`src/rtl/tls_pkg.sv`:
```
package tls_pkg;
  typedef enum logic [1:0] {
    PH_LOAD  = 2'd0,
    PH_ISSUE = 2'd1,
    PH_EXEC  = 2'd2,
    PH_DRAIN = 2'd3
  } phase_t;
endpackage

```
`src/rtl/tls_ctx_ram.sv`:
```
module tls_ctx_ram #(
  parameter int DEPTH = 16,
  parameter int WIDTH = 32,
  localparam int AW = (DEPTH > 1) ? $clog2(DEPTH) : 1
) (
  input  logic             clk,
  input  logic             we,
  input  logic [AW-1:0]    waddr,
  input  logic [WIDTH-1:0] wdata,
  input  logic [AW-1:0]    raddr,
  output logic [WIDTH-1:0] rdata
);
  // one write port, one asynchronous read port: maps to distributed RAM
  logic [WIDTH-1:0] mem [DEPTH];

  always_ff @(posedge clk) begin
    if (we) mem[waddr] <= wdata;
  end

  assign rdata = mem[raddr];
endmodule

```
`src/rtl/tls_dot.sv`:
```
module tls_dot #(
  parameter int LANES  = 4,
  parameter int LANE_W = 8,
  localparam int OUT_W = 2 * LANE_W + ((LANES > 1) ? $clog2(LANES) : 1)
) (
  input  logic [LANES*LANE_W-1:0] vec_a,
  input  logic [LANES*LANE_W-1:0] vec_b,
  output logic [OUT_W-1:0]        sum
);
  logic [2*LANE_W-1:0] prod [LANES];

  for (genvar g = 0; g < LANES; g++) begin : g_lane
    assign prod[g] = vec_a[g*LANE_W +: LANE_W] * vec_b[g*LANE_W +: LANE_W];
  end

  always_comb begin
    sum = '0;
    for (int i = 0; i < LANES; i++) sum = sum + OUT_W'(prod[i]);
  end
endmodule

```
`src/rtl/tex_latency_sched.sv`:
```
module tex_latency_sched
  import tls_pkg::*;
#(
  parameter int NUM_CTX = 16,
  parameter int ADDR_W  = 16,
  parameter int LANES   = 4,
  parameter int LANE_W  = 8,
  parameter int STALL_W = 32,
  localparam int IDX_W   = (NUM_CTX > 1) ? $clog2(NUM_CTX) : 1,
  localparam int TEXEL_W = LANES * LANE_W,
  localparam int RES_W   = 2 * LANE_W + ((LANES > 1) ? $clog2(LANES) : 1)
) (
  input  logic               clk,
  input  logic               rst,
  input  logic               frag_valid,
  output logic               frag_ready,
  input  logic [ADDR_W-1:0]  frag_addr,
  output logic               req_valid,
  input  logic               req_ready,
  output logic [ADDR_W-1:0]  req_addr,
  output logic [IDX_W-1:0]   req_tag,
  input  logic               ret_valid,
  input  logic [IDX_W-1:0]   ret_tag,
  input  logic [TEXEL_W-1:0] ret_texel,
  input  logic [TEXEL_W-1:0] coef,
  output logic               res_valid,
  input  logic               res_ready,
  output logic [IDX_W-1:0]   res_tag,
  output logic [RES_W-1:0]   res_data,
  output logic [STALL_W-1:0] stall_cycles
);
  localparam logic [IDX_W-1:0] LAST_IDX = IDX_W'(NUM_CTX - 1);

  phase_t               phase;
  logic [IDX_W-1:0]     idx;
  logic [NUM_CTX-1:0]   texel_rdy;
  logic [TEXEL_W-1:0]   cur_texel;
  logic [RES_W-1:0]     dot_val;
  logic                 at_last;
  logic                 out_free;
  logic                 fire;
  logic                 waiting;
  logic                 load_we;

  assign at_last  = (idx == LAST_IDX);
  assign out_free = !res_valid || res_ready;
  assign fire     = (phase == PH_EXEC) && texel_rdy[idx] && out_free;
  assign waiting  = (phase == PH_EXEC) && !texel_rdy[idx];
  assign load_we  = (phase == PH_LOAD) && frag_valid;

  // per-context fragment address store
  tls_ctx_ram #(.DEPTH(NUM_CTX), .WIDTH(ADDR_W)) u_addr_ram (
    .clk   (clk),
    .we    (load_we),
    .waddr (idx),
    .wdata (frag_addr),
    .raddr (idx),
    .rdata (req_addr)
  );

  // per-context texel register file, written by tagged returns
  tls_ctx_ram #(.DEPTH(NUM_CTX), .WIDTH(TEXEL_W)) u_texel_ram (
    .clk   (clk),
    .we    (ret_valid),
    .waddr (ret_tag),
    .wdata (ret_texel),
    .raddr (idx),
    .rdata (cur_texel)
  );

  tls_dot #(.LANES(LANES), .LANE_W(LANE_W)) u_dot (
    .vec_a (cur_texel),
    .vec_b (coef),
    .sum   (dot_val)
  );

  // phase and context walker
  always_ff @(posedge clk) begin
    if (rst) begin
      phase <= PH_LOAD;
      idx   <= '0;
    end else begin
      unique case (phase)
        PH_LOAD: if (frag_valid) begin
          if (at_last) begin
            phase <= PH_ISSUE;
            idx   <= '0;
          end else begin
            idx <= idx + 1'b1;
          end
        end
        PH_ISSUE: if (req_ready) begin
          if (at_last) begin
            phase <= PH_EXEC;
            idx   <= '0;
          end else begin
            idx <= idx + 1'b1;
          end
        end
        PH_EXEC: if (fire) begin
          if (at_last) begin
            phase <= PH_DRAIN;
            idx   <= '0;
          end else begin
            idx <= idx + 1'b1;
          end
        end
        PH_DRAIN: if (out_free) phase <= PH_LOAD;
        default: phase <= PH_LOAD;
      endcase
    end
  end

  // ready bits: set by a return, cleared when the context is consumed
  always_ff @(posedge clk) begin
    if (rst) begin
      texel_rdy <= '0;
    end else begin
      if (fire)      texel_rdy[idx]     <= 1'b0;
      if (ret_valid) texel_rdy[ret_tag] <= 1'b1;
    end
  end

  // result register with valid/ready handshake
  always_ff @(posedge clk) begin
    if (rst) begin
      res_valid <= 1'b0;
      res_tag   <= '0;
      res_data  <= '0;
    end else if (fire) begin
      res_valid <= 1'b1;
      res_tag   <= idx;
      res_data  <= dot_val;
    end else if (res_valid && res_ready) begin
      res_valid <= 1'b0;
    end
  end

  always_ff @(posedge clk) begin
    if (rst)          stall_cycles <= '0;
    else if (waiting) stall_cycles <= stall_cycles + 1'b1;
  end

  assign frag_ready = (phase == PH_LOAD);
  assign req_valid  = (phase == PH_ISSUE);
  assign req_tag    = idx;
endmodule

```
`config.mk`:
```
export PLATFORM = sky130hd
export DESIGN_NAME = tex_latency_sched
export DESIGN_NICKNAME = d
export VERILOG_FILES = /design/src/rtl/tls_pkg.sv /design/src/rtl/tls_ctx_ram.sv /design/src/rtl/tls_dot.sv /design/src/rtl/tex_latency_sched.sv
export SDC_FILE = /design/constraint.sdc
export NUM_CORES = 1
export LEC_CHECK = 0
export BUFFER_PORTS_ARGS = -buffer_cell sky130_fd_sc_hd__buf_4
export CAP_MARGIN = 20
export CORE_UTILIZATION = 62
export DETAILED_ROUTE_END_ITERATION = 10
export GPL_TIMING_DRIVEN = 1
export MAX_ROUTING_LAYER = met4
export PLACE_DENSITY = 0.77
export SLEW_MARGIN = 0
export SYNTH_ARGS = -nofsm -noshare
export SYNTH_HDL_FRONTEND = slang
export SYNTH_SLANG_ARGS = --single-unit
```
`constraint.sdc`:
```
create_clock -name clk -period 11.6 [get_ports clk]
set_input_delay 1.74 -clock clk [delete_from_list [all_inputs] [get_ports clk]]
set_output_delay 1.74 -clock clk [all_outputs]
set_load 0.01 [all_outputs]
```
======== After elaboration in Yosys (flattened, before gate mapping) ========
Memory sizes are Yosys's and may differ from the RTL's. A register that Yosys moved wholly into a read port is not among the register bits.
Cells that the tools add are included.
word-level totals
  bits of input ports ..................... 90
  bits in registers ....................... 77
  word-level logic and storage cells ...... 83
  memory bits (writable) .................. 768
  memories kept ........................... 2
  output and inout port bits .............. 77
memories
  name             depth  bits a word  rd ports  clocked after memory_dff  write ports  RTL line           text
  u_texel_ram.mem  16     32           1         1                         1            tls_ctx_ram.sv:14  logic [WIDTH-1:0] mem [DEPTH];
  u_addr_ram.mem   16     16           1         1                         1            tls_ctx_ram.sv:14
cells by class
  reduce and logical (&&, ||, !) cells .... 15
  multipliers ............................. 4
  $lt $le $gt $ge ......................... 4
  add/subtract/negate cells ............... 5
  equal/unequal tests ..................... 11
  bitwise logic cells ..................... 3
  multiplexer cells ....................... 32
operator list
  operator                                                                  number
  8-bit by 8-bit multiplier with 16-bit output                              4
  16-bit 2-to-1 mux                                                         3
  18-bit by 16-bit adder with 18-bit output                                 2
  32-bit by 1-bit adder with 32-bit output (second input constant)          1
  4-bit 2-to-1 mux                                                          8
  16-bit by 16-bit adder with 17-bit output                                 1
  16-bit AND                                                                1
  16-bit inverter                                                           1
  16-bit OR                                                                 1
  2-bit 2-to-1 mux                                                          7
  4-bit one-hot mux with 3 select lines                                     1
  4-bit by 5-bit < comparator with 1-bit output (second input constant)     2
  1-bit 2-to-1 mux                                                          9
  1-bit demux with 4-bit select                                             2
  4-bit by 1-bit >= comparator with 1-bit output (second input constant)    2
  2-bit inequality test (second input constant)                             4
  2-bit one-hot mux with 4 select lines                                     1
  1-bit logical AND                                                         7
  7-bit AND reduction                                                       1
  2-bit by 1-bit inequality test with 1-bit output (second input constant)  3
  4-bit by 1-bit adder with 4-bit output (second input constant)            1
  1-bit binary-select mux with 4-bit select                                 1
  2-bit equality test (second input constant)                               2
  4-bit equality test (second input constant)                               1
  other kinds (7)                                                           8

======== Longest topological paths before layout ========
  depth after elaboration ................. 10
  mapped depth ............................ 39
  depth with buffers taken out ............ 36

======== Cells and area by module ========
From an unflattened synthesis, not the netlist that was laid out.
unflattened totals
  cells, all modules ...................... 2638
  area, all modules ....................... 41803.8 µm²
by module, submodules not included
  module                     cells an instance  seq. area each (µm²)  area each (µm²)  times used
  tls_ctx_ram (u_texel_ram)  806                15374.7               19213.4          1
  tls_ctx_ram (u_addr_ram)   416                7687.4                9721.8           1
  tls_dot                    986                0.0                   9127.5           1
  tex_latency_sched          430                1541.5                3741.1           1

======== Worst setup path after synthesis ========
Ideal clock, no wire load.
  kind .................................... flip-flop to flip-flop
  from .................................... register (tool-made name)
  to ...................................... register res_data[17]
  period minus slack after synthesis ...... 10.022 ns
  library setup time ...................... 0.114 ns
  path buffers ............................ 3
  stages on the path, launching flop included .. 37
  arrival ................................. 9.908 ns
  data required time ...................... 11.486 ns
  slack ................................... 1.578 ns
  path through ............................ dfxtp_1 > clkbuf_1 > clkbuf_1 > buf_1 > mux4_2 > mux4_2 > nand2_1 > fa_1 > fa_1 > inv_1 > fa_1 > fa_1 > fa_1 > inv_1 > fa_1 > inv_1 > ha_1 > o21a_1 > o31a_1 > o211ai_1 > nand2_1 > a21oi_1 > xnor2_1 > ha_1 > inv_1 > fa_1 > fa_1 > fa_1 > inv_1 > ha_1 > a21oi_1 > a21boi_0 > a311oi_1 > o21ai_1 > o31ai_1 > xnor2_1 > a21o_1
RTL lines
  item                  RTL line                  text
  to (signal assigned)  tex_latency_sched.sv:133  res_data <= dot_val;
  to (decl)             tex_latency_sched.sv:29   output logic [RES_W-1:0] res_data,

==> run summary <==
### Timing
- top achievable clock speed: 93.7 MHz
- sum of negative setup slack: 0 ps
- Clock Skew: 49.5 ps
- normalized max-slew margin: 0.218
- pin slew with the least headroom to its limit: 1170 ps
- Hold Fails Final Rpt: 0
- total setup violations reported at the end of the flow: 0
- Slew Limit Fails: 0
- RSZ-0062 raised after global routing: false
- Period minus WS final: 10670 ps
- share of the clock period used by the worst path after layout: 0.920

### Worst hold path
- Hold Crit Start: res_data[9]
- end point of the worst hold path: res_data[9]
- Hold Crit Depth: 2
- worst hold path type: reg -> reg

### Floorplanning
- io pins: 167
- die boundary width: 261 um
- Rows: 94
- Die Footprint: 68100 um2
- overall die height: 261 um
- Core ar.: 66100 um2
- effective utilization at floorplan: 0.629

### Synth
- post-synth top area share: 0.555
- proportion of synthesized chip area in sequential cells: 0.594
- cell taking the most area after synthesis: sky130_fd_sc_hd__edfxtp_1
- Post-Syn Instances: 2552
- net count after synthesis: 2995
- area of the mapped netlist: 41600 um2
- Synth area leaders: sky130_fd_sc_hd__edfxtp_1 55%, sky130_fd_sc_hd__mux4_2 13%, sky130_fd_sc_hd__fa_1 10%
- number of distinct library cell variants in the gate-level netlist after synthesis: 60
- Warnings, synthesis: 0
- number of register bits inferred by synthesis: 849
- commonest register cell after synthesis: sky130_fd_sc_hd__edfxtp_1
- count of flip-flops with a built-in enable after synthesis: 768
- synthesized area per cell: 16.3 um2
- async set-reset flop share out of synthesis: 0

### Run status
- failing checks: design-rule violations
- status: complete, but fails checks

### CTS
- count of clock tree sinks: 849
- maximum count of clock buffers along a single path: 3
- cell at the root of the clock tree: sky130_fd_sc_hd__clkbuf_16
- number of cells upsized or downsized after cts: 0
- number of CTS-inserted buffers: 83
- Clk Latency, worst-skew pair: 660 ps
- Setup Fix Bufs, Post-CTS: 0
- clock tree from TritonCTS: yes
- clock-pin transition on the worst setup and hold timing paths: 70 ps
- hold buffer count at CTS: 0
- H-tree depth: 3

### Worst setup path
- r2r endpoint: res_data[17]
- crit path max-delay cell type: sky130_fd_sc_hd__dfxtp_4
- cell family with the largest share of critical-path delay: adder cells
- critical path arrival: 11190 ps
- path type of the worst setup path: reg -> reg
- Buf+Inv Stages, Crit Path: 5
- data required time of the worst path: 12120 ps
- capturing element type of the critical path: register
- worst stage delay on the critical path: 990 ps
- R2R Setup Slk: 930 ps
- highest fanout seen on the critical path: 49
- cell depth of the worst flop-to-flop path: 31
- cell repeated most along the worst path: sky130_fd_sc_hd__fa_1
- launching element type of the critical path: register

### Route
- routed via count divided by cell count: 6.27
- number of DRC violations after detailed-routing iteration 0: 2455
- DRT antenna net count: 0
- drt wl/cell: 27.2 um
- final WL: 101000 um
- TritonRoute pass-1 iters: 9
- Vias: 23200
- DRC viols: 10

### Cells and area
- relative area change from synthesis to final layout: 12.5%
- final cell area excluding filler cells: 46800 um2
- final net count: 3202
- layout cell share with drive strength beyond 1: 0.217

### Flow run
- number of max-capacitance violations reported: 0

### Global routing
- antenna violations before repair: 11
- wire length of the first global-routing pass: 150000 um
- overall fraction of global-route tracks in use: 0.314
- largest net degree at the start of global routing: 79
- vias in the first global route: 24100
- total grt overflow: 0

### Place
- Detailed Place HPWL: 60500 um
- cell area after placement: 44000 um2
- Port Buf Inserts: 166
- placer congestion estimate: 0.927

-- cell type report --
class	count	area, um2
sequential	849	24700
fill	4101	19300
multi-input combinational	1316	15500
clock buffer	100	2160
timing repair buffer	203	1540
inverter	306	1150
tap	864	1080
clock inverter	52	567
antenna	10	25.0
-- routing by layer --
metal,track usage,wire [um],vias to the layer above
met3,0.0465,8230,186
met2,0.505,50300,1261
li1,-,-,9769
met1,0.413,39000,12000
met5,-,0,-
met4,0.115,3140,0
-- synthesized netlist by cell type, types with 3 or more instances --
cell / number
sky130_fd_sc_hd__or3_1: 14
sky130_fd_sc_hd__clkbuf_1: 50
sky130_fd_sc_hd__o31ai_1: 4
sky130_fd_sc_hd__o21a_1: 5
sky130_fd_sc_hd__nand2b_1: 5
sky130_fd_sc_hd__nand3b_1: 3
sky130_fd_sc_hd__o31a_1: 4
sky130_fd_sc_hd__nand2_1: 180
sky130_fd_sc_hd__mux4_2: 243
sky130_fd_sc_hd__and2_1: 151
sky130_fd_sc_hd__o21ai_1: 11
sky130_fd_sc_hd__fa_1: 210
sky130_fd_sc_hd__nand3_1: 21
sky130_fd_sc_hd__nor2_1: 86
sky130_fd_sc_hd__a21oi_1: 58
sky130_fd_sc_hd__edfxtp_1: 768
sky130_fd_sc_hd__and3_1: 3
sky130_fd_sc_hd__buf_1: 18
sky130_fd_sc_hd__dfxtp_1: 81
sky130_fd_sc_hd__xnor2_1: 27
sky130_fd_sc_hd__nor3b_1: 3
sky130_fd_sc_hd__nor2b_1: 10
sky130_fd_sc_hd__nor4_1: 12
sky130_fd_sc_hd__mux2i_1: 3
sky130_fd_sc_hd__a21o_1: 14
sky130_fd_sc_hd__and4_1: 5
sky130_fd_sc_hd__ha_1: 143
sky130_fd_sc_hd__xor2_1: 12
sky130_fd_sc_hd__buf_2: 12
sky130_fd_sc_hd__inv_1: 305
sky130_fd_sc_hd__o21ai_0: 18
sky130_fd_sc_hd__nor3_1: 25
sky130_fd_sc_hd__or2_2: 3
sky130_fd_sc_hd__a21boi_0: 3
sky130_fd_sc_hd__a211oi_1: 9
-- state kept, by name (all words and copies together), names as in the netlist, named ones only --
name and flops:
phase 2, req_tag 4, res_data 18, res_tag 4, res_valid 1, stall_cycles 32, texel_rdy 16, u_addr_ram.mem 256
u_texel_ram.mem 512
-- cell families (layout without fill, tap and decap cells) --
group	Yosys count	in the layout	share of synthesized area
flip-flops	849	849	0.594
multiplexers	249	249	0.133
buffers and inverters	387	661	0.0354
AO/OA/AOI/OAI	147	147	0.0224
XOR/XNOR	39	39	0.00822
adder cells (fa/ha/maj)	353	353	0.144
other	0	10	0
AND/OR/NAND/NOR	528	528	0.0627
-- worst register-to-register path: cells and delay by family, from the launching register on --
kind / cells / cell delay [ps]
AO/OA/AOI/OAI: 8 / 1810
flip-flops: 1 / 990
adder cells (fa/ha/maj): 12 / 5370
XOR/XNOR: 2 / 300
buffers and inverters: 5 / 630
multiplexers: 2 / 1180
AND/OR/NAND/NOR: 2 / 290
-- metrics by stage --
stage | instances | hold slack [ps] | util | setup slack, ps
floorplan | 2552 | 451 | - | 1580
global route | 3700 | 480 | 0.708 | 366
finish | 3700 | 456 | 0.708 | 930
detailed placement | 3538 | 448 | 0.666 | 883
CTS | 3690 | 459 | 0.707 | 833
global placement | 3538 | 444 | 0.666 | 1050
-- how the worst max path moves through the flow --
stage                   from      endpoint  slack (ps)  cells after the start
floorplan           register  res_data[17]        1580                     36
global placement    register  res_data[17]        1050                     31
detailed placement  register  res_data[17]         880                     31
CTS                 register  res_data[17]         830                     31
global route        register  res_data[17]         370                     36
finish              register  res_data[17]         930                     31
-- cell usage in the layout, fill, tap and decap left out, types with 11 or more instances in the layout --
| cell type | instances |
|---|---|
| sky130_fd_sc_hd__edfxtp_1 | 768 |
| sky130_fd_sc_hd__inv_1 | 300 |
| sky130_fd_sc_hd__mux4_2 | 243 |
| sky130_fd_sc_hd__fa_1 | 210 |
| sky130_fd_sc_hd__buf_4 | 202 |
| sky130_fd_sc_hd__nand2_1 | 180 |
| sky130_fd_sc_hd__and2_1 | 151 |
| sky130_fd_sc_hd__ha_1 | 143 |
| sky130_fd_sc_hd__clkbuf_16 | 83 |
| sky130_fd_sc_hd__nor2_1 | 79 |
| sky130_fd_sc_hd__dfxtp_1 | 77 |
| sky130_fd_sc_hd__a21oi_1 | 58 |
| sky130_fd_sc_hd__xnor2_1 | 27 |
| sky130_fd_sc_hd__nand3_1 | 21 |
| sky130_fd_sc_hd__o21ai_0 | 18 |
| sky130_fd_sc_hd__nor3_1 | 18 |
| sky130_fd_sc_hd__clkinv_2 | 16 |
| sky130_fd_sc_hd__clkbuf_1 | 15 |
| sky130_fd_sc_hd__clkinv_1 | 15 |
| sky130_fd_sc_hd__a21o_1 | 14 |
| sky130_fd_sc_hd__or3_1 | 14 |
| sky130_fd_sc_hd__xor2_1 | 12 |
| sky130_fd_sc_hd__o21ai_1 | 11 |
Power is left out: the tool's default activity adds up to more than one toggle a clock period on the data nets, which glitch-free logic cannot reach.
